[config.mk]
export PLATFORM = sky130hd
export DESIGN_NAME = sdram_rdap_seq
export DESIGN_NICKNAME = d
export VERILOG_FILES = /design/src/rtl/sdram_rdap_pkg.sv /design/src/rtl/sdram_rdap_timer.sv /design/src/rtl/sdram_rdap_colmap.sv /design/src/rtl/sdram_rdap_rdv.sv /design/src/rtl/sdram_rdap_seq.sv
export SDC_FILE = /design/constraint.sdc
export NUM_CORES = 1
export LEC_CHECK = 0
export ABC_CLOCK_PERIOD_IN_PS = 2400
export BUFFER_PORTS_ARGS = -buffer_cell sky130_fd_sc_hd__buf_2
export CORE_MARGIN = 1.5
export CORE_UTILIZATION = 30
export CTS_CLUSTER_DIAMETER = 200
export CTS_CLUSTER_SIZE = 20
export DETAILED_ROUTE_END_ITERATION = 7
export PLACE_DENSITY = 0.52
export SLEW_MARGIN = 15
export SYNTH_ARGS = -nofsm -noshare
export SYNTH_HDL_FRONTEND = slang
export SYNTH_SLANG_ARGS = --single-unit
[constraint.sdc]
create_clock -name clk -period 2.4 [get_ports clk]
set_input_delay 0.36 -clock clk [delete_from_list [all_inputs] [get_ports clk]]
set_output_delay 0.36 -clock clk [all_outputs]
set_load 0.02 [all_outputs]
[src/rtl/sdram_rdap_pkg.sv]
package sdram_rdap_pkg;

  // Command pin order: {cs_n, ras_n, cas_n, we_n}
  typedef enum logic [3:0] {
    CMD_ACT = 4'b0011,
    CMD_RD  = 4'b0101,
    CMD_NOP = 4'b0111
  } cmd_e;

  typedef enum logic [1:0] {
    ST_IDLE    = 2'd0,
    ST_OPEN    = 2'd1,
    ST_CLOSING = 2'd2
  } st_e;

  localparam logic [1:0] WID_X4 = 2'd0;
  localparam logic [1:0] WID_X8 = 2'd1;

  // Address pin that requests auto precharge on a READ
  localparam int AP_BIT = 10;

endpackage

[src/rtl/sdram_rdap_timer.sv]
module sdram_rdap_timer #(
  parameter int W    = 4,
  parameter int LOAD = 1
) (
  input  logic clk,
  input  logic rst_n,
  input  logic load,
  input  logic en,
  output logic done
);

  logic [W-1:0] cnt_q, cnt_d;
  logic         cnt_ce;

  assign cnt_ce = load | en;

  always_comb begin
    cnt_d = cnt_q;
    if (load)                 cnt_d = W'(LOAD);
    else if (cnt_q != '0)     cnt_d = cnt_q - 1'b1;
  end

  always_ff @(posedge clk or negedge rst_n) begin
    if (!rst_n)      cnt_q <= '0;
    else if (cnt_ce) cnt_q <= cnt_d;
  end

  assign done = (cnt_q == '0);

  // Once expired, a timer stays expired until reloaded (R8 floor at zero)
  p_timer_floor_r8: assert property (@(posedge clk) disable iff (!rst_n)
    (done && !load) |=> done);

  // A stalled timer holds its value (R8: tRP waits behind tRAS)
  p_timer_hold_r8: assert property (@(posedge clk) disable iff (!rst_n)
    (!load && !en) |=> $stable(cnt_q));

endmodule

[src/rtl/sdram_rdap_colmap.sv]
module sdram_rdap_colmap
  import sdram_rdap_pkg::*;
#(
  parameter int ADDR_W = 13,
  parameter int COL_W  = 12
) (
  input  logic [COL_W-1:0]  col,
  input  logic [1:0]        width,
  output logic [ADDR_W-1:0] addr
);

  logic keep_hi1, keep_hi2;

  assign keep_hi1 = (width == WID_X4) || (width == WID_X8);
  assign keep_hi2 = (width == WID_X4);

  for (genvar g = 0; g < ADDR_W; g++) begin : g_pin
    if (g < AP_BIT) begin : g_low
      assign addr[g] = col[g];
    end else if (g == AP_BIT) begin : g_ap
      assign addr[g] = 1'b1;
    end else if (g == AP_BIT + 1) begin : g_hi1
      assign addr[g] = col[AP_BIT] & keep_hi1;
    end else if (g == AP_BIT + 2) begin : g_hi2
      assign addr[g] = col[AP_BIT + 1] & keep_hi2;
    end else begin : g_zero
      assign addr[g] = 1'b0;
    end
  end

endmodule

[src/rtl/sdram_rdap_rdv.sv]
module sdram_rdap_rdv #(
  parameter int CL        = 2,
  parameter int BURST_CYC = 2
) (
  input  logic clk,
  input  logic rst_n,
  input  logic rd_issue,
  output logic rd_valid
);

  localparam int L = CL + BURST_CYC;

  logic [L-1:0] sh_q, sh_d;

  assign sh_d = {sh_q[L-2:0], rd_issue};

  always_ff @(posedge clk or negedge rst_n) begin
    if (!rst_n) sh_q <= '0;
    else        sh_q <= sh_d;
  end

  // sh_q[k] set: READ was on the pins k cycles ago
  assign rd_valid = |sh_q[L-1:CL];

endmodule

[src/rtl/sdram_rdap_seq.sv]
module sdram_rdap_seq
  import sdram_rdap_pkg::*;
#(
  parameter int ADDR_W = 13,
  parameter int COL_W  = 12,
  parameter int BANK_W = 2,
  parameter int T_RCD  = 3,
  parameter int T_RAP  = 3,
  parameter int T_RAS  = 6,
  parameter int T_RP   = 4,
  parameter int T_RC   = 9,
  parameter int CL     = 2,
  parameter int BL     = 4
) (
  input  logic              clk,
  input  logic              rst_n,
  input  logic              req_valid,
  input  logic [ADDR_W-1:0] req_row,
  input  logic [COL_W-1:0]  req_col,
  input  logic [BANK_W-1:0] req_bank,
  input  logic [1:0]        cfg_width,
  output logic              cmd_cs_n,
  output logic              cmd_ras_n,
  output logic              cmd_cas_n,
  output logic              cmd_we_n,
  output logic [ADDR_W-1:0] cmd_addr,
  output logic [BANK_W-1:0] cmd_ba,
  output logic              rd_valid,
  output logic              busy
);

  localparam int TRD       = (T_RCD > T_RAP) ? T_RCD : T_RAP;
  localparam int CHAIN     = T_RAS + T_RP;
  localparam int GAP       = (T_RC > CHAIN) ? T_RC : CHAIN;
  localparam int MAXT      = GAP + 1;
  localparam int TW        = $clog2(MAXT + 1);
  localparam int BURST_CYC = BL / 2;
  localparam int AGE_W     = $clog2(GAP + 2) + 1;

  st_e               st_q, st_d;
  cmd_e              cmd_q, cmd_d;
  logic [ADDR_W-1:0] addr_q, addr_d;
  logic [BANK_W-1:0] ba_q, ba_d;
  logic [ADDR_W-1:0] col_pins, col_pins_q;
  logic [BANK_W-1:0] bank_q;

  logic rcd_done, rap_done, ras_done, rp_done, rc_done;
  logic ready, accept, rd_fire;

  // ---------------- timers ----------------
  sdram_rdap_timer #(.W(TW), .LOAD(T_RCD - 1)) u_t_rcd (
    .clk(clk), .rst_n(rst_n), .load(accept), .en(1'b1), .done(rcd_done));

  sdram_rdap_timer #(.W(TW), .LOAD(T_RAP - 1)) u_t_rap (
    .clk(clk), .rst_n(rst_n), .load(accept), .en(1'b1), .done(rap_done));

  sdram_rdap_timer #(.W(TW), .LOAD(T_RAS - 1)) u_t_ras (
    .clk(clk), .rst_n(rst_n), .load(accept), .en(1'b1), .done(ras_done));

  // tRP counts only once tRAS has expired
  sdram_rdap_timer #(.W(TW), .LOAD(T_RP)) u_t_rp (
    .clk(clk), .rst_n(rst_n), .load(accept), .en(ras_done), .done(rp_done));

  sdram_rdap_timer #(.W(TW), .LOAD(T_RC - 1)) u_t_rc (
    .clk(clk), .rst_n(rst_n), .load(accept), .en(1'b1), .done(rc_done));

  // ---------------- column mapping ----------------
  sdram_rdap_colmap #(.ADDR_W(ADDR_W), .COL_W(COL_W)) u_colmap (
    .col(req_col), .width(cfg_width), .addr(col_pins));

  // ---------------- control ----------------
  assign ready   = (st_q != ST_OPEN) && rc_done && rp_done;
  assign accept  = req_valid && ready;
  assign rd_fire = (st_q == ST_OPEN) && rcd_done && rap_done;
  assign busy    = !ready;

  always_comb begin
    st_d = st_q;
    unique case (st_q)
      ST_IDLE:    if (accept) st_d = ST_OPEN;
      ST_OPEN:    if (rd_fire) st_d = ST_CLOSING;
      ST_CLOSING: if (accept) st_d = ST_OPEN;
                  else if (ready) st_d = ST_IDLE;
      default:    st_d = ST_IDLE;
    endcase
  end

  always_comb begin
    cmd_d  = CMD_NOP;
    addr_d = '0;
    ba_d   = '0;
    if (accept) begin
      cmd_d  = CMD_ACT;
      addr_d = req_row;
      ba_d   = req_bank;
    end else if (rd_fire) begin
      cmd_d  = CMD_RD;
      addr_d = col_pins_q;
      ba_d   = bank_q;
    end
  end

  always_ff @(posedge clk or negedge rst_n) begin
    if (!rst_n) begin
      st_q   <= ST_IDLE;
      cmd_q  <= CMD_NOP;
      addr_q <= '0;
      ba_q   <= '0;
    end else begin
      st_q   <= st_d;
      cmd_q  <= cmd_d;
      addr_q <= addr_d;
      ba_q   <= ba_d;
    end
  end

  always_ff @(posedge clk or negedge rst_n) begin
    if (!rst_n) begin
      col_pins_q <= '0;
      bank_q     <= '0;
    end else if (accept) begin
      col_pins_q <= col_pins;
      bank_q     <= req_bank;
    end
  end

  // ---------------- read data window ----------------
  sdram_rdap_rdv #(.CL(CL), .BURST_CYC(BURST_CYC)) u_rdv (
    .clk(clk), .rst_n(rst_n), .rd_issue(rd_fire), .rd_valid(rd_valid));

  assign {cmd_cs_n, cmd_ras_n, cmd_cas_n, cmd_we_n} = cmd_q;
  assign cmd_addr = addr_q;
  assign cmd_ba   = ba_q;

  // ---------------- assertion support ----------------
  logic [AGE_W-1:0]  act_age_q;
  logic              seen_act_q;
  logic [BANK_W-1:0] act_ba_q;

  always_ff @(posedge clk or negedge rst_n) begin
    if (!rst_n) begin
      act_age_q  <= '0;
      seen_act_q <= 1'b0;
      act_ba_q   <= '0;
    end else if (cmd_d == CMD_ACT) begin
      act_age_q  <= '0;
      seen_act_q <= 1'b1;
      act_ba_q   <= ba_d;
    end else if (act_age_q != {AGE_W{1'b1}}) begin
      act_age_q  <= act_age_q + 1'b1;
    end
  end

  p_rd_delay_r3: assert property (@(posedge clk) disable iff (!rst_n)
    (cmd_q == CMD_RD) |-> (seen_act_q && act_age_q == AGE_W'(TRD)));

  p_rd_autopre_r3: assert property (@(posedge clk) disable iff (!rst_n)
    (cmd_q == CMD_RD) |-> cmd_addr[AP_BIT]);

  p_rd_bank_r5: assert property (@(posedge clk) disable iff (!rst_n)
    (cmd_q == CMD_RD) |-> (cmd_ba == act_ba_q));

  p_nop_quiet_r6: assert property (@(posedge clk) disable iff (!rst_n)
    (cmd_q == CMD_NOP) |-> (cmd_addr == '0 && cmd_ba == '0));

  p_legal_cmd_r6: assert property (@(posedge clk) disable iff (!rst_n)
    (cmd_q == CMD_NOP) || (cmd_q == CMD_ACT) || (cmd_q == CMD_RD));

  p_rdv_start_r7: assert property (@(posedge clk) disable iff (!rst_n)
    $rose(rd_valid) |-> $past(cmd_q == CMD_RD, CL));

  p_act_gap_r8: assert property (@(posedge clk) disable iff (!rst_n)
    (cmd_q == CMD_ACT && $past(seen_act_q)) |-> ($past(act_age_q) >= AGE_W'(GAP - 1)));

  p_act_busy_r2: assert property (@(posedge clk) disable iff (!rst_n)
    (cmd_q == CMD_ACT) |-> busy);

endmodule

==> out/results.env <==
OUTCOME='completed'
SYNTH-EDFF-COUNT=0
HOLD_PATH.CLASS='in2async'
WORST_SETUP_HOLD_PATH_CLK_SLEW_NS=0.07
SIGNED_AREA_CHANGE_FROM_THE_SYNTHESIZED_NETLIST_TO_THE_FINAL_LAYOUT_PCT=22.22
NUM_ROWS=32
MAXCLOCKFREQUENCY_MHz=498.5
CORE_REGION_AREA_UM2=7848
WORSTPATHARRIVAL_NS=1.65
FIRST_PASS_GRT_WIRE_LENGTH_UM=7307
PLACE_HPWL_UM=2936
CP_MAX_FO=6
TRITONCTS.NUM_BUFFERS=9
CP_TOP_FAMILY='buffers and inverters'
POSTROUTEWIRELENGTH_UM=4319
SYN-CELL-AREA_UM2=2477
ANTENNA_VIOLATING_NETS_POST_ROUTE=0
AREA.SEQUENTIAL_UM2=1454
CLKSINKCOUNT=58
CRIT_PATH_TOP_DELAY_CELL='dfrtp_1'
WORST-R2R-SETUP-SLACK_NS=0.41
P_SW_SHARE_PCT=30.87
ANTENNA_FOUND_INITIAL=0
RSZ0062_AT_GRT='no'
ROUTE.DETAILED.VIAS_PER_INST=4.475
WORST-PATH-BUF-INV=3
YS_FF_LATCH=58
FINAL_MAX_SLEW_VIOL_COUNT=0
PLACE_CONGESTION=0.7437
REG2REGPATHDEPTH=6
N_ANTENNA_CELL=0
FIN_CLK_SKEW_NS=0.009215
PERIOD_SHARE_PCT=83.58
TRACK_USAGE_PCT=11.04
GRT_PASS1_VIAS=1548
CTS_TREE='done'
TIMING.RR.END='col_pins_q[12]'
PORT-BUFFER-COUNT=50
HOLD_BUFFERS=0
GRT_OVERFLOW_TOTAL=0
WORST-SETUP-PATH-TYPE='reg2out'
POST_ROUTE_CELLS_DRIVE_ABOVE_1_SHARE_PCT=36.51
FINISH.UTILIZATION_PCT=38.58
SYNTH_FF_TYPE='dfrtp_1'
WORST_SETUP_PATH_END_KIND='output pin'
NUMBER_OF_FILLER_INSTANCES_IN_THE_FINAL_LAYOUT=814
STARTPOINT_TYPE='flip-flop'
GRT_START_MAX_NET_PINS=59
WORSTSKEWPAIRLATENCY_NS=0.33
CHIPWIDTH_UM=93.88
SYN_AREA_PER_CELL_UM2=13.04
FINALNETCOUNT=286
POWER.TOTAL_W=0.003349
SEQPWRFRAC_PCT=45.1
REMAINING_DRC_ERRORS=0
FIRST_PASS_ITERS=4
MULTI_INPUT_COMB_AREA_UM2=888.4
TOTAL_SWITCHING_POWER_W=0.001034
YOSYSUNIQUECELLTYPES=39
POWER_REPORT.INTERNAL_TOTAL_W=0.002315
INITIAL_CORE_UTIL_PCT=31.57
REQUIRED_NS=2.04
NUMBER_OF_RESIZED_INSTANCES_IN_THE_POST_CTS_REPAIR_STEP=0
CELLPOWERDENSITY_nW_PER_UM2=1106
DETAILED_ROUTE_VIA_COUNT=1584
IR_WORST_VDD_uV=457.6
CRITICAL_PATH.MAX_STAGE_DELAY_NS=0.37
CTS_MAX_LEVEL=3
YOSYSWARNINGS=0
CAP_VIOL_MAX_COUNT=0
DRTITER0DRC=70
CTS_ROOT_BUFFER='clkbuf_8'
CRIT_CHAIN='inv_1 -> ha_1 -> nor3b_4 -> buf_4 -> nand3_1 -> buf_2'
MOST_FREQUENT_CELLS_IN_THE_LAYOUT='56 x dfrtp_1, 50 x buf_2, 15 x a22o_1'
SYN_NETS=228
DIE_AREA_UM2=8813
ASYNC_RESET_FF_SHARE_PCT=100.0
SYNTHESIS.INSTANCES=190
POST_CTS_BUFFERS=0
MOST_COMMON_CELL_AFTER_LAYOUT_FILL_AND_TAPS_ASIDE='dfrtp_1'
SEQUENTIAL_AREA_SHARE_AFTER_SYNTHESIS_PCT=58.69
GATE_POWER_SHARE_PCT=29.6
CLOCK_POWER_SHARE_PCT=25.2
NUM_IO_PINS=53
TIMING.RR.START='u_t_rp.cnt_q[0]'
DIE_H_UM=93.88
TIMING.FINAL.SETUP_VIOLATIONS=0
P_LEAK_nW=1.497
CTSLONGESTPATHBUFFERS=2
TIMING.FINAL.CRIT_PERIOD_NS=2.006
SETUP_TOTAL_NEGATIVE_SLACK_NS=0
REPORT.FINAL.HOLD_VIOL_COUNT=0
WIRE_PER_INST_UM=12.20
metal layers:
layer  track usage [%]  wire (µm)  vias to the layer above  part of all wire, %
met2             16.30       1998                       36                   46
met4             3.731         59                        0                  1.4
li1                  -          -                      773                    -
met3             5.340        249                        5                  5.8
met5                 0          0                        -                    0
met1             14.08       2012                      770                   47
power by group through the flow:
stage | Combinational [W] | Clock, W | Sequential, W
final | 0.000992 | 0.000844 | 0.00151
after global routing | 0.00113 | 0.000928 | 0.00156
after CTS | 0.00101 | 0.000878 | 0.00151
after detailed placement | 0.00101 | 0 | 0.00152
after global placement | 0.000972 | 0 | 0.00152
after floorplan | 0.000789 | 0 | 0.00149
through the flow:
stage	setup slack (ns)	instance area (µm²)	hold slack [ns]	instances
2_1_floorplan	0.5670	2477	0.06441	190
3_3_place_gp	0.4383	2844	0.3334	339
3_5_place_dp	0.3888	2844	0.3356	339
4_1_cts	0.3611	3028	0.02205	354
5_1_grt	0.2767	3028	0.02448	354
6_report	0.3941	3028	0.01733	354
Yosys cell counts, types with 3 or more instances:
library cell | instances | area, µm²
or3_1 | 3 | 18.77
nand3_1 | 4 | 20.02
a211o_1 | 3 | 26.28
ha_1 | 6 | 75.07
nor2_1 | 9 | 33.78
nor3_1 | 5 | 25.02
nand2_1 | 5 | 18.77
o21ai_0 | 3 | 15.01
nor3b_1 | 4 | 30.03
dfrtp_1 | 56 | 1401
nand3b_1 | 3 | 22.52
nor2b_1 | 3 | 18.77
mux2_2 | 4 | 45.04
a21oi_1 | 4 | 20.02
nand2b_1 | 5 | 31.28
mux2_4 | 10 | 150.1
xnor2_1 | 5 | 43.79
a22o_1 | 15 | 131.4
inv_1 | 13 | 48.80
buf_6 | 3 | 33.78
flip-flops by register name, summed over array words and instances (netlist names):
register       cells
cmd_q              2
st_q               2
u_t_rcd.cnt_q      4
cmd_ba             2
u_t_rap.cnt_q      4
cmd_addr          13
bank_q             2
u_t_ras.cnt_q      4
u_t_rc.cnt_q       4
col_pins_q        13
u_rdv.sh_q         4
u_t_rp.cnt_q       4
cell type report:
cell class	instances	share of cell area (%)
Sequential cell	58	48.02
Multi-Input combinational cell	109	29.34
Timing Repair Buffer	56	10.58
Clock buffer	10	4.215
Tap cell	102	4.215
Clock inverter	5	1.860
Inverter	14	1.777
kinds of logic (layout without fill, tap and decap cells):
family / after synthesis / in the layout / share of synthesized area, %
XOR/XNOR: 5 / 5 / 1.768
AND/OR/NAND/NOR: 49 / 49 / 12.32
flip-flops: 58 / 58 / 58.69
AO/OA/AOI/OAI: 30 / 30 / 9.242
other: 2 / 2 / 0.3031
buffers and inverters: 23 / 85 / 5.505
adder cells (fa/ha/maj): 6 / 6 / 3.030
multiplexers: 17 / 17 / 9.141
worst max path at each step:
stage / slack (ns) / to / from / depth (start not counted)
after global placement: 0.44 / bank_q[1] / u_t_rp.cnt_q[0] / 6
after global routing: 0.28 / busy / u_t_rc.cnt_q[0] / 6
after CTS: 0.36 / busy / u_t_rc.cnt_q[0] / 6
after floorplan: 0.57 / bank_q[0] / u_t_rc.cnt_q[0] / 7
final: 0.39 / busy / u_t_rc.cnt_q[0] / 6
after detailed placement: 0.39 / bank_q[1] / u_t_rp.cnt_q[0] / 6
No activity file was read; power rests on OpenSTA's default activity.
